### src/rtl/lim_irq_pkg.sv
package lim_irq_pkg;
  localparam int NCH  = 15;
  localparam int N1   = 7;
  localparam int N2   = NCH - N1;
  localparam int REGW = 8;
  localparam logic [7:0] ADDR_ST1 = 8'h41;
  localparam logic [7:0] ADDR_ST2 = 8'h42;
  localparam logic [7:0] ADDR_MK1 = 8'h74;
  localparam logic [7:0] ADDR_MK2 = 8'h75;
endpackage

### src/rtl/window_cmp.sv
module window_cmp #(
  parameter int DW = 8
) (
  input  logic          clk,
  input  logic          rst_n,
  input  logic          vld,
  input  logic [DW-1:0] val,
  input  logic [DW-1:0] hi,
  input  logic [DW-1:0] lo,
  output logic          set_ev,
  output logic          cond
);
  logic oor;
  logic cond_d;

  assign oor    = (val > hi) || (val < lo);
  assign set_ev = vld & oor;

  always_comb begin
    cond_d = cond;
    if (vld) cond_d = oor;
  end

  always_ff @(posedge clk or negedge rst_n) begin
    if (!rst_n) cond <= 1'b0;
    else        cond <= cond_d;
  end


  cond_tracks_high_chk: assert property (@(posedge clk) disable iff (!rst_n)
    (vld && (val > hi)) |=> cond);
endmodule

### src/rtl/status_bank.sv
module status_bank #(
  parameter int W = 8
) (
  input  logic         clk,
  input  logic         rst_n,
  input  logic [W-1:0] set_ev,
  input  logic [W-1:0] cond,
  input  logic         rd_clr,
  output logic [W-1:0] st
);
  logic [W-1:0] st_d;
  logic [W-1:0] clr_mask;

  assign clr_mask = rd_clr ? ~cond : '0;

  always_comb begin
    st_d = (st & ~clr_mask) | set_ev;
  end

  always_ff @(posedge clk or negedge rst_n) begin
    if (!rst_n) st <= '0;
    else        st <= st_d;
  end


  sticky_hold_chk: assert property (@(posedge clk) disable iff (!rst_n)
    !rd_clr |=> ((st & $past(st)) == $past(st)));


  set_wins_chk: assert property (@(posedge clk) disable iff (!rst_n)
    1'b1 |=> ((st & $past(set_ev)) == $past(set_ev)));


  persist_hold_chk: assert property (@(posedge clk) disable iff (!rst_n)
    rd_clr |=> ((st & $past(st & cond)) == $past(st & cond)));
endmodule

### src/rtl/alert_gen.sv
module alert_gen #(
  parameter int N = 15
) (
  input  logic [N-1:0] st,
  input  logic [N-1:0] msk,
  output logic         alert_n
);
  assign alert_n = ~|(st & ~msk);
endmodule

### src/rtl/limit_irq_ctrl.sv
module limit_irq_ctrl
  import lim_irq_pkg::*;
#(
  parameter int DW = 8
) (
  input  logic              clk,
  input  logic              rst_n,
  input  logic [NCH-1:0]    meas_vld,
  input  logic [NCH*DW-1:0] meas_val,
  input  logic [NCH*DW-1:0] hi_lim,
  input  logic [NCH*DW-1:0] lo_lim,
  input  logic              bus_wr,
  input  logic              bus_rd,
  input  logic [7:0]        bus_addr,
  input  logic [7:0]        bus_wdata,
  output logic [7:0]        bus_rdata,
  output logic              alert_n
);
  logic [NCH-1:0]  set_ev;
  logic [NCH-1:0]  cond;
  logic [N1-1:0]   st1;
  logic [N2-1:0]   st2;
  logic [REGW-1:0] mk1, mk1_d;
  logic [REGW-1:0] mk2, mk2_d;
  logic            rd_st1, rd_st2;
  logic [NCH-1:0]  st_all, mk_all;

  for (genvar i = 0; i < NCH; i++) begin : g_ch
    window_cmp #(.DW(DW)) u_cmp (
      .clk   (clk),
      .rst_n (rst_n),
      .vld   (meas_vld[i]),
      .val   (meas_val[i*DW +: DW]),
      .hi    (hi_lim[i*DW +: DW]),
      .lo    (lo_lim[i*DW +: DW]),
      .set_ev(set_ev[i]),
      .cond  (cond[i])
    );
  end

  assign rd_st1 = bus_rd && (bus_addr == ADDR_ST1);
  assign rd_st2 = bus_rd && (bus_addr == ADDR_ST2);

  status_bank #(.W(N1)) u_bank1 (
    .clk(clk), .rst_n(rst_n), .set_ev(set_ev[N1-1:0]), .cond(cond[N1-1:0]),
    .rd_clr(rd_st1), .st(st1)
  );

  status_bank #(.W(N2)) u_bank2 (
    .clk(clk), .rst_n(rst_n), .set_ev(set_ev[NCH-1:N1]), .cond(cond[NCH-1:N1]),
    .rd_clr(rd_st2), .st(st2)
  );

  always_comb begin
    mk1_d = mk1;
    mk2_d = mk2;
    if (bus_wr && (bus_addr == ADDR_MK1)) mk1_d = bus_wdata;
    if (bus_wr && (bus_addr == ADDR_MK2)) mk2_d = bus_wdata;
  end

  always_ff @(posedge clk or negedge rst_n) begin
    if (!rst_n) begin
      mk1 <= '0;
      mk2 <= '0;
    end else begin
      mk1 <= mk1_d;
      mk2 <= mk2_d;
    end
  end

  always_comb begin
    bus_rdata = '0;
    if (bus_rd) begin
      case (bus_addr)
        ADDR_ST1: bus_rdata = {|st2, st1};
        ADDR_ST2: bus_rdata = st2;
        ADDR_MK1: bus_rdata = mk1;
        ADDR_MK2: bus_rdata = mk2;
        default:  bus_rdata = '0;
      endcase
    end
  end

  assign st_all = {st2, st1};
  assign mk_all = {mk2, mk1[N1-1:0]};

  alert_gen #(.N(NCH)) u_alert (
    .st     (st_all),
    .msk    (mk_all),
    .alert_n(alert_n)
  );


  all_masked_quiet_chk: assert property (@(posedge clk) disable iff (!rst_n)
    (&mk_all) |-> alert_n);


  status_write_ignored_chk: assert property (@(posedge clk) disable iff (!rst_n)
    (bus_wr && !bus_rd && (meas_vld == '0)) |=> (st_all == $past(st_all)));
endmodule

### config.mk
export PLATFORM = sky130hd
export DESIGN_NAME = limit_irq_ctrl
export DESIGN_NICKNAME = d
export VERILOG_FILES = /design/src/rtl/lim_irq_pkg.sv /design/src/rtl/window_cmp.sv /design/src/rtl/status_bank.sv /design/src/rtl/alert_gen.sv /design/src/rtl/limit_irq_ctrl.sv
export SDC_FILE = /design/constraint.sdc
export NUM_CORES = 1
export LEC_CHECK = 0
export CORE_AREA = 2 2 158 160
export DETAILED_ROUTE_END_ITERATION = 6
export DIE_AREA = 0 0 160 162
export DONT_BUFFER_PORTS = 1
export PLACE_DENSITY_LB_ADDON = 0.05
export SLEW_MARGIN = 20
export SYNTH_ARGS = -nofsm -noshare
export SYNTH_HDL_FRONTEND = slang
export SYNTH_SLANG_ARGS = --single-unit
export TNS_END_PERCENT = 1
### constraint.sdc
create_clock -name clk -period 2.6 [get_ports clk]
set_clock_uncertainty 0.15 [all_clocks]
set_input_delay 0.52 -clock clk [delete_from_list [all_inputs] [get_ports clk]]
set_output_delay 0.52 -clock clk [all_outputs]
set_load 0.01 [all_outputs]
==> key figures, run 1 <==
Clock tree
  • Clk buf depth: 2
  • # clock sinks: 46
  • CTS tree: built
  • H-tree depth: 2
  • Worst skew pair latency: 0.29 ns
  • Root buffer cell: clkbuf_16
  • Worst-path clk slew: 0.07 ns
  • CTS buffer count: 5

Timing
  • Slew Limit Fails: 0
  • Tcrit/Tclk final: 97.1%
  • Final setup margin: 0.0752 ns
  • Achievable Freq: 396 MHz
  • Worst slew margin: 58.5%
  • Setup TNS: 0 ns
  • Final hold vios: 0
  • Fin crit period: 2.52 ns
  • RSZ-0062 raised after global routing: true
  • Final setup violation count: 0
  • Worst-Margin Slew: 0.606 ns

Routing
  • Via count: 6978
  • Average wire per standard cell: 16.8 um
  • Final ANT Viol Nets: 0
  • Drt first pass iters: 5
  • Remaining routing DRC violations: 0
  • Vias per cell: 5.12
  • Detailed Route Iter0 Violations: 240
  • Routed WL: 22900 um

Synth
  • Post-synth EDFFs: 0
  • Sequential area share after synthesis: 14.5%
  • Synth Flop Type: dfrtp_1
  • Mapped Nets: 1631
  • Largest area contributor in the netlist: ha_1
  • Post-synth cell types: 44
  • Mapped Cells: 1011
  • YS warnings: 0
  • Synth cell count leaders: 259 x inv_1, 225 x ha_1, 66 x a21oi_1, 57 x nand4_1, 47 x nand2_1
  • Syn avg cell area: 7.86 um^2
  • Post-Syn Area: 7950 um^2
  • Synth area leaders: ha_1 35%, dfrtp_1 14%, inv_1 12%, nand4_1 4.5%, a21oi_1 4.2%
  • Synthesized flop and latch total: 46
  • Share of Yosys cell area claimed by the top area cell type: 35.4%
  • Count leader, synth: inv_1
  • Asr flop ratio synth: 100%

Cells and area
  • Area grow syn2layout: 10.7%
  • Final-layout fill cell count: 2628
  • Layout cells sized above 1: 5.77%
  • Finished Layout Cells: 1364
  • Design Area, Final: 8800 um^2
  • N_diodes: 0
  • Final #Nets: 1659

Power
  • P per Cell Area: 286 nW/um^2
  • Max IR drop VDD: 0.000342 V
  • Leak Pwr: 4.80 nW

GRT
  • Total global-route track usage: 17.3%
  • Largest net degree at the start of global routing: 47
  • First-pass GRT wire length: 36600 um
  • Remaining global-route overflow: 0
  • Vias in the first global route: 7311
  • Initial antenna violation count: 0

Critical path
  • Crit path DAT: 1.85 ns
  • Worst EP required: 1.93 ns
  • CP Capture Type: primary output
  • Crit Path Max Fanout: 4
  • Setup crit start kind: primary input
  • Setup CP Type: primary input to primary output

Place
  • Pre-CTS WS: -0.0494 ns
  • # placed instances: 1354
  • Dpl hpwl: 20900 um
  • Buffers on Ports: 0
  • Routability congestion estimate: 0.792
  • Dpl cell area: 8520 um^2

Run
  • Max-cap viol count: 0

Floorplanning
  • Placeable Area: 24100 um^2
  • Row Count: 57
  • Die Height: 162 um
  • Die Wd: 160 um
  • Boundary pin count: 404
  • Initial Util: 33.0%
  • Die footprint: 25900 um^2

Outcome
  • Status: complete, no violations

Min path
  • HP Class: primary input to flip-flop
[metal layers]
| layer | part of all wire [%] | vias up | global-route usage (%) | wire length (um) |
|---|---|---|---|---|
| met4 | 1.4 | 0 | 3.48 | 310 |
| li1 | - | 3623 | - | - |
| met2 | 49 | 265 | 31.1 | 11200 |
| met1 | 42 | 3068 | 20.5 | 9540 |
| met3 | 8.0 | 22 | 5.26 | 1840 |
| met5 | 0 | - | 0 | 0 |
[sequential cells by signal, summed over array words and instances (netlist names)]
name             count
g_ch.u_cmp.cond     15
u_bank2.st           8
mk2                  8
u_bank1.st           7
mk1                  8
[final timing paths]
path,start,end,slack [ns],depth (start not counted)
setup / recovery,bus_addr[3],bus_rdata[7],0.08,8
hold / removal,meas_vld[0],g_ch[0].u_cmp.cond,0.16,1
setup reg to reg,u_bank2.st[4],u_bank2.st[4],1.65,3
hold reg to reg,g_ch[3].u_cmp.cond,g_ch[3].u_cmp.cond,0.33,2
max in group asynchronous,rst_n,mk1[7],1.49,2
min in group asynchronous,rst_n,u_bank1.st[4],0.58,2
[repair_timing]
item / 4_1_cts / 5_1_grt
endpoints found under the setup margin: 4 / 7
hold buffers: 2 / 0
endpoints found under the hold margin: 46 / 0
resized for setup: 5 / 6
buffers inserted: 0 / 0
pin swaps: 1 / 3
cloned: 0 / 0
[placed cells by master (no fill, tap or decap), drive strengths merged, types with 15 or more instances in the layout]
| cell | instances |
|---|---|
| a2111oi | 15 |
| nand3 | 15 |
| o21ai | 46 |
| nor2 | 31 |
| mux2 | 16 |
| inv | 259 |
| dfrtp | 46 |
| ha | 225 |
| nor2b | 33 |
| a21oi | 66 |
| nand2 | 48 |
| nand4 | 57 |
| buf | 25 |
| o211ai | 26 |
[logic make-up (layout without fill, tap and decap cells)]
kind of cell	after synthesis	in the layout	synth area share [%]
AO/OA/AOI/OAI	228	228	19.1
flip-flops	46	46	14.5
multiplexers	17	17	2.44
buffers and inverters	264	293	12.6
adder cells (fa/ha/maj)	225	225	35.4
AND/OR/NAND/NOR	231	231	16.0
[final cells by class]
type	instances	area (um^2)	area share [%]
clock buffers	6	139	1.58
clock inverters	2	60.1	0.683
inverters	259	972	11.0
multi-input cells	701	5840	66.3
flip-flops and latches	46	1150	13.1
well taps	324	405	4.61
repair buffers	26	234	2.66
[report_power, final]
part | leakage [nW] | internal (mW) | switching [mW]
logic | 4.18 | 0.418 | 0.458
registers | 0.517 | 0.764 | 0.0271
clock network | 0.0971 | 0.577 | 0.272
[critical path: stages]
cell and delay, ns:
nor3b_4 0.23, nand2_1 0.10, buf_4 0.16, nor2_1 0.16, o311ai_4 0.13, buf_4 0.17
a21oi_1 0.21, buf_4 0.18
[stage by stage]
step | hold slack, ns | power [mW] | util (%)
2_1_floorplan | 0.0744 | 1.48 | -
3_3_place_gp | 0.0774 | 1.67 | 35.3
3_5_place_dp | 0.0775 | 1.67 | 35.3
4_1_cts | 0.160 | 2.56 | 36.4
5_1_grt | 0.155 | 2.77 | 36.5
6_report | 0.164 | 2.52 | 36.5
(Power assumes the default switching activity.)
==> run 2, diff against run 1 <==
--- a/config.mk
+++ b/config.mk
@@ -5,9 +5,11 @@
 export SDC_FILE = /design/constraint.sdc
 export NUM_CORES = 1
 export LEC_CHECK = 0
-export CORE_AREA = 2 2 158 160
+export ABC_AREA = 1
+export ABC_CLOCK_PERIOD_IN_PS = 3200
+export CORE_AREA = 2 2 157 159
 export DETAILED_ROUTE_END_ITERATION = 6
-export DIE_AREA = 0 0 160 162
+export DIE_AREA = 0 0 159 161
 export DONT_BUFFER_PORTS = 1
 export PLACE_DENSITY_LB_ADDON = 0.05
 export SLEW_MARGIN = 20
==> constraint.sdc (replaced) <==
create_clock -name clk -period 3.2 [get_ports clk]
set_clock_uncertainty 0.15 [all_clocks]
set_input_delay 0.64 -clock clk [delete_from_list [all_inputs] [get_ports clk]]
set_output_delay 0.64 -clock clk [all_outputs]
set_load 0.01 [all_outputs]
==> run 2 against run 1 <==
Effect of this change: count of clock-buffer cells in the layout increased by 1; sequential cell count did not move; largest power group unchanged; largest cell class unchanged; global-route usage down 0.57 points; routed wire length is 5.0% lower.
==> key figures, run 2 <==
Floorplanning
  • Placeable Area: 24000 um^2 (-0.59%)
  • Die Height: 161 um (-0.62%)
  • Die footprint: 25600 um^2 (-1.2%)
  • Initial Util: 35.0% (+2.0 points)
  • Boundary pin count: 404 (unchanged)
  • Row Count: 57 (unchanged)
  • Die Wd: 159 um (-0.63%)

Routing
  • Final ANT Viol Nets: 0 (unchanged)
  • Via count: 7451 (+6.8%)
  • Detailed Route Iter0 Violations: 272 (+13%)
  • Max Used Layer: met4
  • Average wire per standard cell: 12.9 um (-23%)
  • WL met3: 1770 um (-3.7%)
  • Vias per cell: 4.44 (-13%)
  • Routed WL: 21700 um (-5.0%)
  • Routed met2 length: 10200 um (-9.3%)
  • Remaining routing DRC violations: 0 (unchanged)
  • Metal-1 WL: 9400 um (-1.4%)
  • Drt first pass iters: 4 (-1)

Synth
  • Post-Syn Area: 8390 um^2 (+5.6%)
  • Synthesized flop and latch total: 46 (unchanged)
  • Share of Yosys cell area claimed by the top area cell type: 33.6% (-1.9 points)
  • YS warnings: 0 (unchanged)
  • Post-synth EDFFs: 0 (unchanged)
  • Asr flop ratio synth: 100% (unchanged)
  • Sequential area share after synthesis: 13.7% (-0.77 points)
  • Mapped Nets: 1971 (+21%)
  • Synth Flop Type: dfrtp_1
  • Largest area contributor in the netlist: ha_1
  • Count leader, synth: nand2_1
  • Synth area leaders: ha_1 34%, nand2_1 20%, inv_1 16%, dfrtp_1 14%, nor2_1 3.9%
  • Syn avg cell area: 6.21 um^2 (-21%)
  • Synth cell count leaders: 458 x nand2_1, 353 x inv_1, 225 x ha_1, 88 x nor2_1, 64 x a21oi_1
  • Mapped Cells: 1351 (+34%)
  • Post-synth cell types: 27 (-39%)

Power
  • Seq pwr share: 33.9% (+2.5 points)
  • Max IR drop VDD: 0.000171 V (-50%)
  • P per Cell Area: 212 nW/um^2 (-26%)
  • Clock power frac: 25.9% (-7.8 points)
  • Pint: 1.24 mW (-30%)
  • Part of the power in combinational logic: 40.2% (+5.4 points)
  • Switching part of the total: 34.7% (+4.6 points)
  • Leak Pwr: 5.93 nW (+24%)
  • Overall Power: 1.89 mW (-25%)
  • Psw: 0.657 mW (-13%)

Clock tree
  • Root buffer cell: clkbuf_16
  • Worst-path clk slew: 0.06 ns (about the same)
  • CTS buffer count: 5 (unchanged)
  • H-tree depth: 2 (unchanged)
  • # Post-CTS Setup Buffers: 0 (unchanged)
  • # clock sinks: 46 (unchanged)
  • CTS tree: built
  • Worst skew pair latency: 0.28 ns (about the same)
  • Clk buf depth: 2 (unchanged)

Place
  • Dpl hpwl: 19900 um (-4.5%)
  • Buffers on Ports: 0 (unchanged)
  • Routability congestion estimate: 0.813 (+2.8%)
  • # placed instances: 1672 (+23%)

Cells and area
  • Register area: 1150 um^2 (unchanged)
  • Final #Nets: 1976 (+19%)
  • Final core occ: 37.3% (+0.76 points)
  • Most flop-heavy register: g_ch.u_cmp.cond
  • Area grow syn2layout: 6.41%
  • Commonest non-fill, non-tap cells in the layout: 458 x nand2_1, 353 x inv_1, 225 x ha_1, 88 x nor2_1, 64 x a21oi_1
  • Max FFs per register: 15 (unchanged)
  • Finished Layout Cells: 1680 (+23%)
  • Most common cell after layout, fill and taps aside: nand2_1
  • N_diodes: 0 (unchanged)
  • Final-layout fill cell count: 2710 (+3.1%)
  • Layout cells sized above 1: 1.92% (-3.9 points)
  • Multi-input logic area: 5870 um^2 (+0.56%)

Timing
  • Tcrit/Tclk final: 79.6%
  • Slew Limit Fails: 0 (unchanged)
  • Worst slew margin: 52.6% (-5.9 points)
  • Final hold vios: 0 (unchanged)
  • Achievable Freq: 392 MHz
  • Fin crit period: 2.55 ns
  • Final setup violation count: 0 (unchanged)
  • RSZ-0062 raised after global routing: false
  • Setup TNS: 0 ns (unchanged)
  • Worst-Margin Slew: 0.705 ns (+0.0986 ns)

Run
  • Max-cap viol count: 0 (unchanged)

Critical path
  • R2R setup slack: 2.34 ns (+0.69 ns)
  • Reg-to-Reg Start: u_bank2.st[2]
  • Crit Path Max Fanout: 8 (+4)
  • Worst reg2reg path depth: 2 (-1)
  • CP Capture Type: primary output
  • CP endpoint: bus_rdata[7]
  • Worst EP required: 2.41 ns (+0.48 ns)
  • Setup CP Type: primary input to primary output
  • Crit path DAT: 1.76 ns (-0.09 ns)
  • CP startpoint: bus_addr[7]
  • Setup crit start kind: primary input
  • Crit Reg-Reg Endpoint: u_bank2.st[2]

GRT
  • Initial antenna violation count: 0 (unchanged)
  • Remaining global-route overflow: 0 (unchanged)
  • Vias in the first global route: 7527 (+3.0%)
  • Total global-route track usage: 16.8% (-0.57 points)
  • First-pass GRT wire length: 35400 um (-3.4%)
  • Largest net degree at the start of global routing: 47 (unchanged)

Outcome
  • Status: complete, no violations

Min path
  • HP Class: primary input to async pin
-- run 2: cell count changes in the layout (fill, tap and decap cells not counted), moves of 33 or more --
cell     before  now
o21ai_0      45    2
nor2b_1      33    0
nand2_1      47  458
inv_1       259  353
nand4_1      57   17
nor2_1       29   88
-- run 2: metrics by stage --
| step | hold slack (ns) | worst slack [ns] | cell area [um^2] |
|---|---|---|---|
| 3_5_place_dp | 0.200 | 0.608 | 8770 |
| 6_report | 0.0504 | 0.651 | 8930 |
| 2_1_floorplan | 0.194 | 0.955 | 8390 |
| 3_3_place_gp | 0.200 | 0.617 | 8770 |
| 5_1_grt | 0.0684 | 0.456 | 8930 |
| 4_1_cts | 0.0649 | 0.602 | 8930 |
-- run 2: power by group through the flow --
| stage | Combinational (mW) | Sequential (mW) | Clock [mW] |
|---|---|---|---|
| after detailed placement | 0.762 | 0.652 | 0 |
| after global placement | 0.754 | 0.653 | 0 |
| after global routing | 0.946 | 0.646 | 0.525 |
| after CTS | 0.783 | 0.642 | 0.505 |
| after floorplan | 0.617 | 0.646 | 0 |
| final | 0.762 | 0.642 | 0.490 |
-- run 2: what timing repair did --
item,in CTS,in global routing
hold buffers,1,0
hold endpoints to repair,46,0
gates resized for setup,0,0
setup endpoints to repair,0,0
-- run 2: worst min-delay path by stage --
stage               slack [ns]  cells past startpoint                 end
CTS                       0.06                      1              mk2[6]
global route              0.07                      1  g_ch[3].u_cmp.cond
floorplan                 0.19                      0  g_ch[0].u_cmp.cond
detailed placement        0.20                      0  g_ch[3].u_cmp.cond
global placement          0.20                      0  g_ch[3].u_cmp.cond
finish                    0.05                      1  g_ch[8].u_cmp.cond
-- run 2: per-layer routing --
layer	up-vias	track usage (%)
met1	3067	19.7
met2	234	29.9
met3	22	5.34
met5	-	0
li1	4128	-
met4	0	3.76
-- run 2: area by class of cell --
type                    instances  area share, %
multi-input cells             945           65.7
inverters                     357           15.0
flip-flops and latches         46           12.9
well taps                     324           4.54
clock buffers                   7           1.49
repair buffers                  1          0.308
-- run 2: critical path, cell delays in order --
cell and delay (ns):
inv_1 0.04, nand2_2 0.07, nor3_2 0.20, nand2_1 0.15
inv_2 0.18, nand2_1 0.07, nand2_1 0.07, nor2_1 0.04
nor2_1 0.28
-- run 2: cells by family after synthesis --
| group | Yosys count | share of synthesized area, % |
|---|---|---|
| AO/OA/AOI/OAI | 118 | 7.74 |
| adder cells (fa/ha/maj) | 225 | 33.6 |
| buffers and inverters | 360 | 16.3 |
| flip-flops | 46 | 13.7 |
| AND/OR/NAND/NOR | 602 | 28.7 |
